**config.mk**
```make
export PLATFORM = sky130hd
export DESIGN_NAME = alarm_comparator
export DESIGN_NICKNAME = d
export VERILOG_FILES = /design/src/rtl/alarm_cmp_pkg.sv /design/src/rtl/alarm_field_cmp.sv /design/src/rtl/alarm_regfile.sv /design/src/rtl/alarm_flag_ctrl.sv /design/src/rtl/alarm_comparator.sv
export SDC_FILE = /design/constraint.sdc
export NUM_CORES = 1
export LEC_CHECK = 0
export ABC_AREA = 1
export BUFFER_PORTS_ARGS = -buffer_cell sky130_fd_sc_hd__buf_2
export CAP_MARGIN = 15
export CORE_MARGIN = 3
export CORE_UTILIZATION = 57
export CTS_BUF_LIST = sky130_fd_sc_hd__clkbuf_4
export DETAILED_ROUTE_END_ITERATION = 8
export PLACE_DENSITY = 0.83
export SLEW_MARGIN = 30
export SYNTH_ARGS = -nofsm -noshare
export SYNTH_HDL_FRONTEND = slang
export SYNTH_SLANG_ARGS = --single-unit
```
**constraint.sdc**
```tcl
create_clock -name clk_i -period 1.7 [get_ports clk_i]
set_input_delay 0.425 -clock clk_i [delete_from_list [all_inputs] [get_ports clk_i]]
set_output_delay 0.425 -clock clk_i [all_outputs]
set_load 0.05 [all_outputs]
```
**src/rtl/alarm_cmp_pkg.sv**
```systemverilog
package alarm_cmp_pkg;
  localparam int NUM_FIELDS  = 6;
  localparam int FIELD_W     = 7;
  localparam int DATA_W      = 8;
  localparam int ADDR_W      = 4;
  localparam int ALARM_BASE  = 8;
  localparam int CTRL_ADDR   = 14;
  localparam int FLAG_BIT    = 0;
  localparam int IE_BIT      = 3;
  localparam int EN_BIT      = 7;
endpackage

```
**src/rtl/alarm_field_cmp.sv**
```systemverilog
module alarm_field_cmp #(
  parameter int FIELD_W = 7,
  parameter int DATA_W  = 8,
  parameter int EN_BIT  = 7
) (
  input  logic [DATA_W-1:0]  target_i,
  input  logic [FIELD_W-1:0] cal_i,
  output logic               en_o,
  output logic               hit_o
);
  assign en_o  = target_i[EN_BIT];
  // disabled field is a don't-care
  assign hit_o = !en_o || (target_i[FIELD_W-1:0] == cal_i);
endmodule

```
**src/rtl/alarm_regfile.sv**
```systemverilog
module alarm_regfile #(
  parameter int NUM_FIELDS = 6,
  parameter int DATA_W     = 8,
  parameter int ADDR_W     = 4,
  parameter int ALARM_BASE = 8,
  parameter int CTRL_ADDR  = 14,
  parameter int FLAG_BIT   = 0,
  parameter int IE_BIT     = 3
) (
  input  logic                             clk_i,
  input  logic                             rst_ni,
  input  logic                             we_i,
  input  logic [ADDR_W-1:0]                addr_i,
  input  logic [DATA_W-1:0]                wdata_i,
  input  logic                             flag_i,
  output logic [NUM_FIELDS-1:0][DATA_W-1:0] target_o,
  output logic                             ie_o,
  output logic                             ctrl_we_o,
  output logic [DATA_W-1:0]                rdata_o
);
  logic [NUM_FIELDS-1:0][DATA_W-1:0] target_q;
  logic                              ie_q;

  assign ctrl_we_o = we_i && (addr_i == ADDR_W'(CTRL_ADDR));

  for (genvar k = 0; k < NUM_FIELDS; k++) begin : g_target
    localparam logic [ADDR_W-1:0] MyAddr = ADDR_W'(ALARM_BASE + k);
    always_ff @(posedge clk_i or negedge rst_ni) begin
      if (!rst_ni)                       target_q[k] <= '0;
      else if (we_i && addr_i == MyAddr) target_q[k] <= wdata_i;
    end
  end

  always_ff @(posedge clk_i or negedge rst_ni) begin
    if (!rst_ni)        ie_q <= 1'b0;
    else if (ctrl_we_o) ie_q <= wdata_i[IE_BIT];
  end

  always_comb begin
    rdata_o = '0;
    for (int k = 0; k < NUM_FIELDS; k++)
      if (addr_i == ADDR_W'(ALARM_BASE + k)) rdata_o = target_q[k];
    if (addr_i == ADDR_W'(CTRL_ADDR)) begin
      rdata_o[FLAG_BIT] = flag_i;
      rdata_o[IE_BIT]   = ie_q;
    end
  end

  assign target_o = target_q;
  assign ie_o     = ie_q;
endmodule

```
**src/rtl/alarm_flag_ctrl.sv**
```systemverilog
module alarm_flag_ctrl #(
  parameter int DATA_W   = 8,
  parameter int FLAG_BIT = 0
) (
  input  logic              clk_i,
  input  logic              rst_ni,
  input  logic              tick_i,
  input  logic              match_i,
  input  logic              ctrl_we_i,
  input  logic [DATA_W-1:0] wdata_i,
  input  logic              ie_i,
  output logic              flag_o,
  output logic              irq_o
);
  logic flag_q;

  // hardware set wins over a same-cycle software clear; writing 1 is a no-op
  always_ff @(posedge clk_i or negedge rst_ni) begin
    if (!rst_ni)                              flag_q <= 1'b0;
    else if (tick_i && match_i)               flag_q <= 1'b1;
    else if (ctrl_we_i && !wdata_i[FLAG_BIT]) flag_q <= 1'b0;
  end

  assign flag_o = flag_q;
  assign irq_o  = flag_q && ie_i;
endmodule

```
**src/rtl/alarm_comparator.sv**
```systemverilog
module alarm_comparator
  import alarm_cmp_pkg::*;
#(
  parameter int N_FIELDS = NUM_FIELDS,
  parameter int FW       = FIELD_W,
  parameter int DW       = DATA_W,
  parameter int AW       = ADDR_W,
  localparam int CAL_W   = N_FIELDS * FW
) (
  input  logic             clk_i,
  input  logic             rst_ni,
  input  logic             sec_tick_i,
  input  logic [CAL_W-1:0] cal_i,
  input  logic             reg_we_i,
  input  logic [AW-1:0]    reg_addr_i,
  input  logic [DW-1:0]    reg_wdata_i,
  output logic [DW-1:0]    reg_rdata_o,
  output logic             irq_o
);
  logic [N_FIELDS-1:0][DW-1:0] target;
  logic [N_FIELDS-1:0]         en_mask;
  logic [N_FIELDS-1:0]         hit;
  logic                        match;
  logic                        flag_q;
  logic                        ie_q;
  logic                        ctrl_we;

  alarm_regfile #(
    .NUM_FIELDS(N_FIELDS), .DATA_W(DW), .ADDR_W(AW), .ALARM_BASE(ALARM_BASE),
    .CTRL_ADDR(CTRL_ADDR), .FLAG_BIT(FLAG_BIT), .IE_BIT(IE_BIT)
  ) i_regfile (
    .clk_i    (clk_i),
    .rst_ni   (rst_ni),
    .we_i     (reg_we_i),
    .addr_i   (reg_addr_i),
    .wdata_i  (reg_wdata_i),
    .flag_i   (flag_q),
    .target_o (target),
    .ie_o     (ie_q),
    .ctrl_we_o(ctrl_we),
    .rdata_o  (reg_rdata_o)
  );

  for (genvar k = 0; k < N_FIELDS; k++) begin : g_cmp
    alarm_field_cmp #(.FIELD_W(FW), .DATA_W(DW), .EN_BIT(EN_BIT)) i_cmp (
      .target_i(target[k]),
      .cal_i   (cal_i[k*FW +: FW]),
      .en_o    (en_mask[k]),
      .hit_o   (hit[k])
    );
  end

  // at least one armed field, and every field agrees
  assign match = (|en_mask) && (&hit);

  alarm_flag_ctrl #(.DATA_W(DW), .FLAG_BIT(FLAG_BIT)) i_flag (
    .clk_i    (clk_i),
    .rst_ni   (rst_ni),
    .tick_i   (sec_tick_i),
    .match_i  (match),
    .ctrl_we_i(ctrl_we),
    .wdata_i  (reg_wdata_i),
    .ie_i     (ie_q),
    .flag_o   (flag_q),
    .irq_o    (irq_o)
  );
endmodule

```
==> results.yml <==
status:
  status: "complete, but fails checks"
  violations: "setup timing"
grt:
  grt_pass1_wl_mm: 13.0
  grt_max_degree: 25
  grt_pass1_vias: 2698
  grt_remaining_overflow: 0
  grt_usage: 0.270
  antenna_found_initial: 0
layout:
  finish.utilization: 0.758
  fin_cells: 580
  drive_above_1_share: 0.327
  n_fill_cell: 412
  insertedDiodeCount: 0
  synthToLayoutAreaGrowth_pct: 26.5
  ff_latch_area_mm2: 0.00125
  final_nets: 567
  multi_input_area_mm2: 0.00168
  final_cell_area_mm2: 0.00395
cts:
  cts_tree: "built"
  cts_buffer_depth: 2
  cts.sinks: 50
  cts.clk_slew.worst_paths_ns: 0.13
  cts_root_buffer: "clkbuf_4"
  clk_latency_ns: 0.37
  cts-buffers-inserted: 5
  cts_max_level: 2
sta:
  drv_slew: 0
  clock.fmax_ghz: 0.526
  fin_ws_ns: -0.201
  whs_ns: 0.293
  rsz0062_at_grt: "true"
  setup_violations: 8
  maxSlewHeadroom: 0.709
  finalHoldViolations: 0
  fin_skew_ns: 0.00648
  worst_slew_pin_slew_ns: 0.435
  tns_ns: -1.36
  period_share: 1.12
  period_minus_slack_ns: 1.90
placed_design:
  placed_cell_area_mm2: 0.00360
  gp_congestion: 0.933
  hpwl_mm: 6.28
  portBuffers: 66
  placed_cells: 556
logic_synthesis:
  yosysWarnings: 0
  netlist_instances: 415
  synth_seq_cells: 50
  synth_most_common_cell: "nand2_1"
  synth_ff_type: "dfrtp_1"
  yosysTopAreaCell: "dfrtp_1"
  seq_area_frac_synth: 0.401
  synthArstFlopShare: 1.00
  synth_edf_count: 0
  ys_top_cells_by_area: "dfrtp_1, nand2_1, o21ai_2"
  netlist_area_mm2: 0.00312
  synth.avg_cell_area_um2: 7.52
  yosys-top-cells-count: "nand2_1, inv_1, dfrtp_1, o21ai_2"
  syn-num-nets: 473
  yosysTopAreaCellShare: 0.401
  netlist-cell-type-count: 26
critical_path:
  start_kind: "primary input"
  criticalPathCategory: "primary input to output pin"
  end_kind: "output pin"
  cp.required_ns: 1.27
  cp-startpoint: "reg_addr_i[2]"
  critPathArrivalTime_ns: 1.48
  critPathMaxFanout: 5
  reg2reg_from: "i_regfile.target_o[13]"
power:
  leakagePower_nw: 2.07
  pwr_density_cell_mw_per_mm2: 874
  irDropWorstVdd_mv: 0.614
  switching_power_w: 0.00130
  p_sw_frac: 0.378
  comb_power_share: 0.349
  intPower_w: 0.00214
  clock_power_share: 0.158
  seqPwrFrac: 0.494
detailed_routing:
  drt-vias-per-instance: 5.12
  dr.pass1.iters: 5
  drc_errors: 0
  drt_iter0_markers: 167
  postRouteAntennaNets: 0
  routedWlPerCell_um: 14.4
  vias: 2969
  wirelength_mm: 8.35
floorplan:
  die_h_um: 80.0
  core_area_mm2: 0.00520
  die_w_um: 80.0
  ioPinCount: 67
  rows: 26
  initial_core_util: 0.599
  die_area_mm2: 0.00640
min_path:
  min_from: "reg_wdata_i[0]"
  hold_path.class: "primary input to flip-flop"
job:
  max_cap_violations: 0
-- path summary, 6_finish.rpt --
kind                                           to  slack [ns]  cells past startpoint
max in group asynchronous  i_regfile.target_o[46]        0.82                      3
min in group asynchronous  i_regfile.target_o[10]        0.37                      2
max                                reg_rdata_o[3]       -0.20                      8
max reg2reg                         i_flag.flag_o        0.33                      8
min reg2reg                 i_regfile.target_o[8]        0.53                      2
min                                 i_flag.flag_o        0.29                      3
-- sequential cells by signal (all words and copies together) (netlist names) --
signal,flops
i_regfile.target_o,48
i_flag.flag_o,1
i_regfile.ie_o,1
-- area by class of cell --
class / instances / share of cell area
inverters: 54 / 0.0533
clock buffers: 6 / 0.0114
flip-flops and latches: 50 / 0.317
well taps: 70 / 0.0222
multi-input cells: 304 / 0.425
repair buffers: 94 / 0.169
clock inverters: 2 / 0.00222
-- cell families after synthesis --
family	synth area share
compound gates	0.144
xor+xnor	0.0674
buf+inv	0.0911
flops	0.401
simple gates	0.297
-- per-layer routing --
| layer | share of wire | track usage | up-vias |
|---|---|---|---|
| met5 | 0 | 0 | - |
| met4 | 0.012 | 0.0574 | 0 |
| met3 | 0.072 | 0.0485 | 12 |
| met2 | 0.49 | 0.456 | 105 |
| met1 | 0.43 | 0.363 | 1365 |
| li1 | - | - | 1487 |
-- power by group through the flow --
stage / Sequential, W / Clock, W / Combinational, W
after floorplan: 0.00164 / 0 / 0.000768
after global placement: 0.00172 / 0 / 0.000995
after detailed placement: 0.00172 / 0 / 0.00103
after CTS: 0.00169 / 0.000539 / 0.00112
after global routing: 0.00173 / 0.000589 / 0.00134
final: 0.00170 / 0.000543 / 0.00120
-- per-stage QoR --
step	power [W]	setup slack [ns]
6_report	0.00345	-0.201
5_1_grt	0.00366	-0.292
4_1_cts	0.00336	-0.234
3_5_place_dp	0.00276	-0.332
3_3_place_gp	0.00271	-0.288
2_1_floorplan	0.00240	-0.154
-- cells in the final DEF, fill, tap and decap left out, drive strengths merged --
cell,n
nor3,5
o211ai,2
inv,54
clkinv,2
dlygate4sd3,1
dfrtp,50
o21ai,56
nand3,6
o2111ai,1
buf,93
nand4,6
xnor2,17
xor2,7
nand2,172
o21bai,1
clkbuf,6
nor2,24
a21oi,7
-- worst max-delay path, stage by stage --
cell and delay, ns:
buf_8 0.10, nor2_4 0.18, nand3_4 0.14, buf_6 0.13, o211ai_1 0.15, a21oi_1 0.06, nand4_1 0.11, buf_6 0.17
-- what timing repair did --
item                                    4_1_cts  5_1_grt
hold buffers                                  1        0
gates resized for setup                      38       18
setup buffers                                 6        9
pin swaps                                    10        8
hold endpoints to repair                      3        0
endpoints found under the setup margin        8        8
Note: power is estimated with default switching activity, not from simulation.
